===== src/rtl/nps_pkg.sv =====
package nps_pkg;
    localparam int ADDR_W     = 24;
    localparam int PAGE_BYTES = 256;
    localparam int PG_BITS    = $clog2(PAGE_BYTES);
    localparam int LEN_W      = PG_BITS + 1;
    localparam int SEC_BYTES  = 4096;
    localparam int B32_BYTES  = 32768;
    localparam int B64_BYTES  = 65536;

    localparam logic [2:0] OP_PROG  = 3'd0;
    localparam logic [2:0] OP_SEC   = 3'd1;
    localparam logic [2:0] OP_B32   = 3'd2;
    localparam logic [2:0] OP_B64   = 3'd3;
    localparam logic [2:0] OP_CHIP  = 3'd4;

    localparam logic [7:0] CMD_WREN = 8'h06;
    localparam logic [7:0] CMD_PROG = 8'h02;
    localparam logic [7:0] CMD_SEC  = 8'h20;
    localparam logic [7:0] CMD_B32  = 8'h52;
    localparam logic [7:0] CMD_B64  = 8'hD8;
    localparam logic [7:0] CMD_CHIP = 8'hC7;
    localparam logic [7:0] CMD_RDSR = 8'h05;

    typedef enum logic [3:0] {
        S_IDLE, S_WREN, S_GAP1, S_OPC, S_ADDR,
        S_DATA, S_GAP2, S_RDSR, S_POLL, S_DONE
    } seq_state_t;
endpackage


===== src/rtl/nps_byte_shifter.sv =====
module nps_byte_shifter #(
    parameter int DIV = 2
) (
    input  logic       clk,
    input  logic       rst_n,
    input  logic       start,
    input  logic [7:0] tx,
    input  logic       miso,
    output logic       sck,
    output logic       mosi,
    output logic       busy,
    output logic       done,
    output logic       rx_last
);
    localparam int CW = (DIV > 1) ? $clog2(DIV) : 1;

    logic [CW-1:0] cnt;
    logic [2:0]    bitn;
    logic [7:0]    sh;

    assign mosi = sh[7];

    always_ff @(posedge clk or negedge rst_n) begin
        if (!rst_n) begin
            cnt     <= '0;
            bitn    <= '0;
            sh      <= '0;
            sck     <= 1'b0;
            busy    <= 1'b0;
            done    <= 1'b0;
            rx_last <= 1'b0;
        end else begin
            done <= 1'b0;
            if (!busy) begin
                if (start) begin
                    busy <= 1'b1;
                    sh   <= tx;
                    cnt  <= '0;
                    bitn <= '0;
                    sck  <= 1'b0;
                end
            end else if (cnt == CW'(DIV - 1)) begin
                cnt <= '0;
                if (!sck) begin
                    sck     <= 1'b1;
                    rx_last <= miso;
                end else begin
                    sck  <= 1'b0;
                    sh   <= {sh[6:0], 1'b0};
                    bitn <= bitn + 3'd1;
                    if (bitn == 3'd7) begin
                        busy <= 1'b0;
                        done <= 1'b1;
                    end
                end
            end else begin
                cnt <= cnt + CW'(1);
            end
        end
    end
endmodule


===== src/rtl/nps_req_check.sv =====
module nps_req_check
    import nps_pkg::*;
(
    input  logic [2:0]        op,
    input  logic [ADDR_W-1:0] addr,
    input  logic [LEN_W-1:0]  len,
    output logic              ok,
    output logic [7:0]        opcode,
    output logic [ADDR_W-1:0] aligned,
    output logic              has_addr,
    output logic              has_data
);
    logic [LEN_W:0] reach;

    assign reach = (LEN_W + 1)'(addr[PG_BITS-1:0]) + (LEN_W + 1)'(len);

    always_comb begin
        ok       = 1'b1;
        opcode   = CMD_CHIP;
        aligned  = addr;
        has_addr = 1'b1;
        has_data = 1'b0;
        case (op)
            OP_PROG: begin
                opcode   = CMD_PROG;
                has_data = 1'b1;
                ok       = (len != '0) && (reach <= (LEN_W + 1)'(PAGE_BYTES));
            end
            OP_SEC: begin
                opcode  = CMD_SEC;
                aligned = addr & ~ADDR_W'(SEC_BYTES - 1);
            end
            OP_B32: begin
                opcode  = CMD_B32;
                aligned = addr & ~ADDR_W'(B32_BYTES - 1);
            end
            OP_B64: begin
                opcode  = CMD_B64;
                aligned = addr & ~ADDR_W'(B64_BYTES - 1);
            end
            OP_CHIP: begin
                aligned  = '0;
                has_addr = 1'b0;
            end
            default: ok = 1'b0;
        endcase
    end
endmodule


===== src/rtl/nps_flash_sequencer.sv =====
module nps_flash_sequencer
    import nps_pkg::*;
#(
    parameter int CLK_DIV = 4,
    parameter int GAP_CYC = 4
) (
    input  logic              clk,
    input  logic              rst_n,
    input  logic              req_valid,
    output logic              req_ready,
    input  logic [2:0]        req_op,
    input  logic [ADDR_W-1:0] req_addr,
    input  logic [LEN_W-1:0]  req_len,
    input  logic              wr_valid,
    output logic              wr_ready,
    input  logic [7:0]        wr_data,
    output logic              done,
    output logic              err,
    output logic              spi_sck,
    output logic              spi_cs_n,
    output logic              spi_mosi,
    input  logic              spi_miso
);
    localparam int GCW = (GAP_CYC > 1) ? $clog2(GAP_CYC) : 1;

    seq_state_t        state, nxt;
    logic              ok, has_addr, has_data;
    logic [7:0]        opcode;
    logic [ADDR_W-1:0] aligned;

    logic [7:0]        opc_q;
    logic [ADDR_W-1:0] addr_q;
    logic [LEN_W-1:0]  len_q, idx;
    logic              has_addr_q, has_data_q, fly, err_q;
    logic [GCW-1:0]    gcnt;

    logic              eng_start, eng_busy, eng_done, rx_last, tx_state;
    logic [7:0]        tx_byte;

    nps_req_check u_check (
        .op(req_op), .addr(req_addr), .len(req_len), .ok(ok),
        .opcode(opcode), .aligned(aligned),
        .has_addr(has_addr), .has_data(has_data)
    );

    nps_byte_shifter #(.DIV(CLK_DIV)) u_shift (
        .clk(clk), .rst_n(rst_n), .start(eng_start), .tx(tx_byte),
        .miso(spi_miso), .sck(spi_sck), .mosi(spi_mosi),
        .busy(eng_busy), .done(eng_done), .rx_last(rx_last)
    );

    always_comb begin
        nxt = state;
        unique case (state)
            S_IDLE: if (req_valid && ok) nxt = S_WREN;
            S_WREN: if (eng_done) nxt = S_GAP1;
            S_GAP1: if (gcnt == GCW'(GAP_CYC - 1)) nxt = S_OPC;
            S_OPC:  if (eng_done) nxt = has_addr_q ? S_ADDR : S_GAP2;
            S_ADDR: if (eng_done && idx == LEN_W'(2)) nxt = has_data_q ? S_DATA : S_GAP2;
            S_DATA: if (eng_done && idx == len_q - LEN_W'(1)) nxt = S_GAP2;
            S_GAP2: if (gcnt == GCW'(GAP_CYC - 1)) nxt = S_RDSR;
            S_RDSR: if (eng_done) nxt = S_POLL;
            S_POLL: if (eng_done && !rx_last) nxt = S_DONE;
            S_DONE: nxt = S_IDLE;
            default: nxt = S_IDLE;
        endcase
    end

    always_ff @(posedge clk or negedge rst_n) begin
        if (!rst_n) begin
            state      <= S_IDLE;
            opc_q      <= '0;
            addr_q     <= '0;
            len_q      <= '0;
            has_addr_q <= 1'b0;
            has_data_q <= 1'b0;
            idx        <= '0;
            gcnt       <= '0;
            fly        <= 1'b0;
            err_q      <= 1'b0;
        end else begin
            state <= nxt;
            err_q <= (state == S_IDLE) && req_valid && !ok;
            if (state == S_IDLE && req_valid) begin
                opc_q      <= opcode;
                addr_q     <= aligned;
                len_q      <= req_len;
                has_addr_q <= has_addr;
                has_data_q <= has_data;
            end
            if (nxt != state) begin
                idx  <= '0;
                gcnt <= '0;
            end else begin
                gcnt <= gcnt + GCW'(1);
                if (eng_done) idx <= idx + LEN_W'(1);
            end
            if (eng_start)     fly <= 1'b1;
            else if (eng_done) fly <= 1'b0;
        end
    end

    always_comb begin
        req_ready = (state == S_IDLE);
        done      = (state == S_DONE);
        err       = err_q;
        tx_state  = 1'b0;
        tx_byte   = 8'h00;
        unique case (state)
            S_WREN: begin tx_state = 1'b1; tx_byte = CMD_WREN; end
            S_OPC:  begin tx_state = 1'b1; tx_byte = opc_q;    end
            S_ADDR: begin
                tx_state = 1'b1;
                tx_byte  = (idx == '0) ? addr_q[23:16] :
                           (idx == LEN_W'(1)) ? addr_q[15:8] : addr_q[7:0];
            end
            S_DATA: begin tx_state = 1'b1; tx_byte = wr_data;  end
            S_RDSR: begin tx_state = 1'b1; tx_byte = CMD_RDSR; end
            S_POLL: begin tx_state = 1'b1; tx_byte = 8'h00;    end
            default: ;
        endcase
        spi_cs_n  = !tx_state;
        wr_ready  = (state == S_DATA) && !fly && !eng_busy;
        eng_start = tx_state && !fly && !eng_busy && ((state != S_DATA) || wr_valid);
    end
endmodule


===== config.mk =====
export PLATFORM = sky130hd
export DESIGN_NAME = nps_flash_sequencer
export DESIGN_NICKNAME = d
export VERILOG_FILES = /design/src/rtl/nps_pkg.sv /design/src/rtl/nps_byte_shifter.sv /design/src/rtl/nps_req_check.sv /design/src/rtl/nps_flash_sequencer.sv
export SDC_FILE = /design/constraint.sdc
export NUM_CORES = 1
export LEC_CHECK = 0
export ABC_AREA = 1
export BUFFER_PORTS_ARGS = -buffer_cell sky130_fd_sc_hd__buf_2
export CAP_MARGIN = 30
export CORE_MARGIN = 1.5
export CORE_UTILIZATION = 63
export CTS_CLUSTER_SIZE = 12
export DETAILED_ROUTE_END_ITERATION = 8
export PLACE_DENSITY = 0.85
export REMOVE_ABC_BUFFERS = 1
export SLEW_MARGIN = 15
export SYNTH_ARGS = -nofsm -noshare
export SYNTH_HDL_FRONTEND = slang
export SYNTH_SLANG_ARGS = --single-unit

===== constraint.sdc =====
create_clock -name clk -period 3.37 [get_ports clk]
set_input_delay 0.674 -clock clk [delete_from_list [all_inputs] [get_ports clk]]
set_output_delay 0.674 -clock clk [all_outputs]
set_load 0.03 [all_outputs]

==> metrics.txt <==
YS warnings=0; grt total ovfl=0; top-level port count=56; final worst setup slack=~0.73 ns; pin count of the biggest net entering global routing=77; die area=a little under 8000 um2; num rows=30; Reg2Reg Capture Point=u_shift.sh[0]$_DFFE_PN0P_; initial antenna violation count=0; Max Clk Rate=between 0.3 and 0.4 GHz; filler instances=between 500 and 600; most used cell, CP=nand2_1; sequence of cells on the critical path=buf_2 > ha_1 > fa_1 > or2_2 > a21oi_1 > nand3_1 > nor2_1 > nand2_1 > nand2_1 > nand3_1 > nand2_1 > nand2_1 > nand2_2 > nand2_2 > nand2_2 > nor2_1; Final Hold Viols=0; TritonCTS clock tree=yes; Min Hold Slack=0.244 ns; Die X=roughly 90 um; Tightest Pin Transition=~0.6 ns; Wirelength per Cell=around 14 um; worst min-delay path class=in2async; share of the synthesized area in the top cell type=a little over two fifths; Clock Latency Late Sink=0.36 ns; Post-CTS Setup Inserts=0; final WL=10300 um; Static Leak=around 2.7 nW; slowest stage delay, CP=0.42 ns; Final period util=between 70% and 80%; Vias=between 4000 and 5000; CTS H-tree lvls=3; Post-CTS Hold Fix Bufs=0; clock skew=roughly 0.011 ns; Final Wtd Congestion=0.927; Fin Setup TNS=0 ns; outcome=completed; share of layout cells above drive strength 1=roughly 18%; synthesized instance count=around 600; Reg2Reg Depth=9; pre-CTS setup slack=between 0.3 and 0.4 ns; Crit. End Element=flop; min cycle time layout=approximately 2.6 ns; predominant post-synthesis flop cell=dfrtp_1; CORE AREA=about 6900 um2; first-pass GRT wire length=17500 um; total CTS buffers=9; Resize count post-CTS=0; Pre-antenna DRT Iters=5; Post-route DRC=0; max_slew headroom=59.8%; area grow syn2layout=12.8%; Clock transition at path regs=0.08 ns; total track usage=between 20% and 30%; Setup CP Type=in2reg; Setup-failing EPs final=0; Startpoint Class=input port; cell family with most CP delay=simple AND/OR/NAND/NOR gates; via/cell ratio=~5.6; clk sinks=76; mapped cell area=approximately 4500 um2; Reg2Reg Launch Point=idx[1]$_DFFE_PN0P_; DRT antenna net count=0; Arr. time, crit path=roughly 2.9 ns; WP data required=between 3 and 4 ns; DP HPWL=~7600 um; top-count cell post-synth=nand2_1; Antenna diodes=0; initial core utilization=about two thirds; VDD IR max=0.000223 V; RSZ-0062 raised after global routing=false; Slew Viols, Final=0; CTS Buffer Depth=2; reg2reg setup slack=1.12 ns; root buf cell=clkbuf_8; die height=between 80 and 90 um; CP Max Fanout=11; Critical-path top delay cell=fa_1; Initial DRC Count=269; Max-Cap Viols=0; Worst Path Buf+Inv=1; Post-synth ARST share=100%; Area contributors post-synth=dfrtp_1 (42%), nand2_1 (14%), nand3_1 (5.2%); cell taking the most area after synthesis=dfrtp_1; Final nets=roughly 700; Yosys cell types=38; flops & latches, synth=76; sequential fraction of the synthesis area=42.1%; top cells by count, synth=nand2_1 (174), dfrtp_1 (76), inv_1 (58); PD cells=between 300 and 400 nW/um2; mean area per synthesized cell=~7.5 um2; number of synthesized flops with an enable pin=0; number of global-route vias before repair=roughly 4000; port bufs=55
[sequential cells by signal, summed over array words and instances, names as in the netlist, 2 cells and up]
| register | flops |
|---|---|
| addr_q | 24 |
| len_q | 9 |
| idx | 9 |
| gcnt | 2 |
| u_shift.bitn | 3 |
| opc_q | 7 |
| u_shift.cnt | 2 |
| state | 4 |
| u_shift.sh | 8 |
[how the worst max path moves through the flow]
stage / start / end / slack [ns] / depth (start not counted)
6_report: req_addr[0] / idx[8]$_DFFE_PN0P_ / 0.73 / 16
5_1_grt: req_addr[0] / idx[8]$_DFFE_PN0P_ / 0.55 / 16
4_1_cts: req_addr[0] / idx[8]$_DFFE_PN0P_ / 0.74 / 16
3_5_place_dp: req_addr[0] / idx[8]$_DFFE_PN0P_ / 0.39 / 16
3_3_place_gp: req_addr[0] / idx[8]$_DFFE_PN0P_ / 0.43 / 16
2_1_floorplan: state[0]$_DFF_PN0_ / idx[8]$_DFFE_PN0P_ / 0.34 / 10
[per-layer routing]
layer  part of all wire [%]  global-route usage (%)  vias to the layer above  routed length (um)
li1                       -                       -                     2047                   -
met1                     44                    39.9                     1988                4500
met2                     48                    47.3                      164                4990
met3                    6.5                    5.66                       17                 672
met4                    1.5                    9.52                        0                 156
met5                      0                       0                        -                   0
[stage by stage]
step	cell area, um2	cells	util [%]	total power [W]
final	5100	753	74.3	0.00184
after global routing	5100	753	74.3	0.00191
after CTS	5080	752	74.0	0.00184
after detailed placement	4860	737	70.7	0.00107
after global placement	4860	737	70.7	0.00107
after floorplan	4450	584	-	0.00100
[kinds of logic (layout without fill, tap and decap cells)]
| kind of cell | after synthesis | in the layout | synth area share (%) |
|---|---|---|---|
| adder cells (fa/ha/maj) | 18 | 18 | 5.15 |
| XOR/XNOR | 16 | 16 | 3.10 |
| flip-flops | 76 | 76 | 42.1 |
| buffers and inverters | 84 | 142 | 7.47 |
| AO/OA/AOI/OAI | 88 | 88 | 11.7 |
| AND/OR/NAND/NOR | 317 | 317 | 30.5 |
[cell type report]
| type | count | area (um2) | share of cell area, % |
|---|---|---|---|
| multi-input combinational | 439 | 2280 | 44.7 |
| sequential | 76 | 1900 | 37.3 |
| timing repair buffer | 58 | 313 | 6.13 |
| inverter | 69 | 262 | 5.13 |
| clock buffer | 11 | 151 | 2.97 |
| tap | 96 | 120 | 2.35 |
| clock inverter | 4 | 72.6 | 1.42 |
[power by group]
group | switching (W) | leakage [nW] | internal, W | total (W)
clock | 0.000329 | 0.111 | 0.000452 | 0.000781
combinational | 0.0000903 | 1.58 | 0.0000563 | 0.000147
sequential | 0.000000434 | 0.973 | 0.000912 | 0.000912
total | 0.000420 | 2.66 | 0.00142 | 0.00184
[layout by cell type, fill, tap and decap left out, types with 2 or more instances in the layout]
master,synthesis,final
nor2_2,13,13
nand3_2,3,3
o21ai_2,2,2
inv_1,58,58
o21ai_0,34,34
inv_2,9,9
a21oi_2,3,3
dfrtp_1,76,76
buf_2,1,54
o22ai_1,4,4
a211oi_1,8,8
nand2_2,3,3
xor2_1,12,12
nand4_1,9,9
bufinv_16,0,2
nor3_1,5,5
buf_4,1,3
o211ai_1,11,11
nand2_1,174,174
xnor2_1,4,4
or2_2,2,2
nor2_4,2,2
nor3_2,3,3
clkbuf_8,0,11
nand3_1,47,47
nor2_1,54,54
ha_1,17,17
a21oi_1,21,21
(Power assumes the default switching activity.)
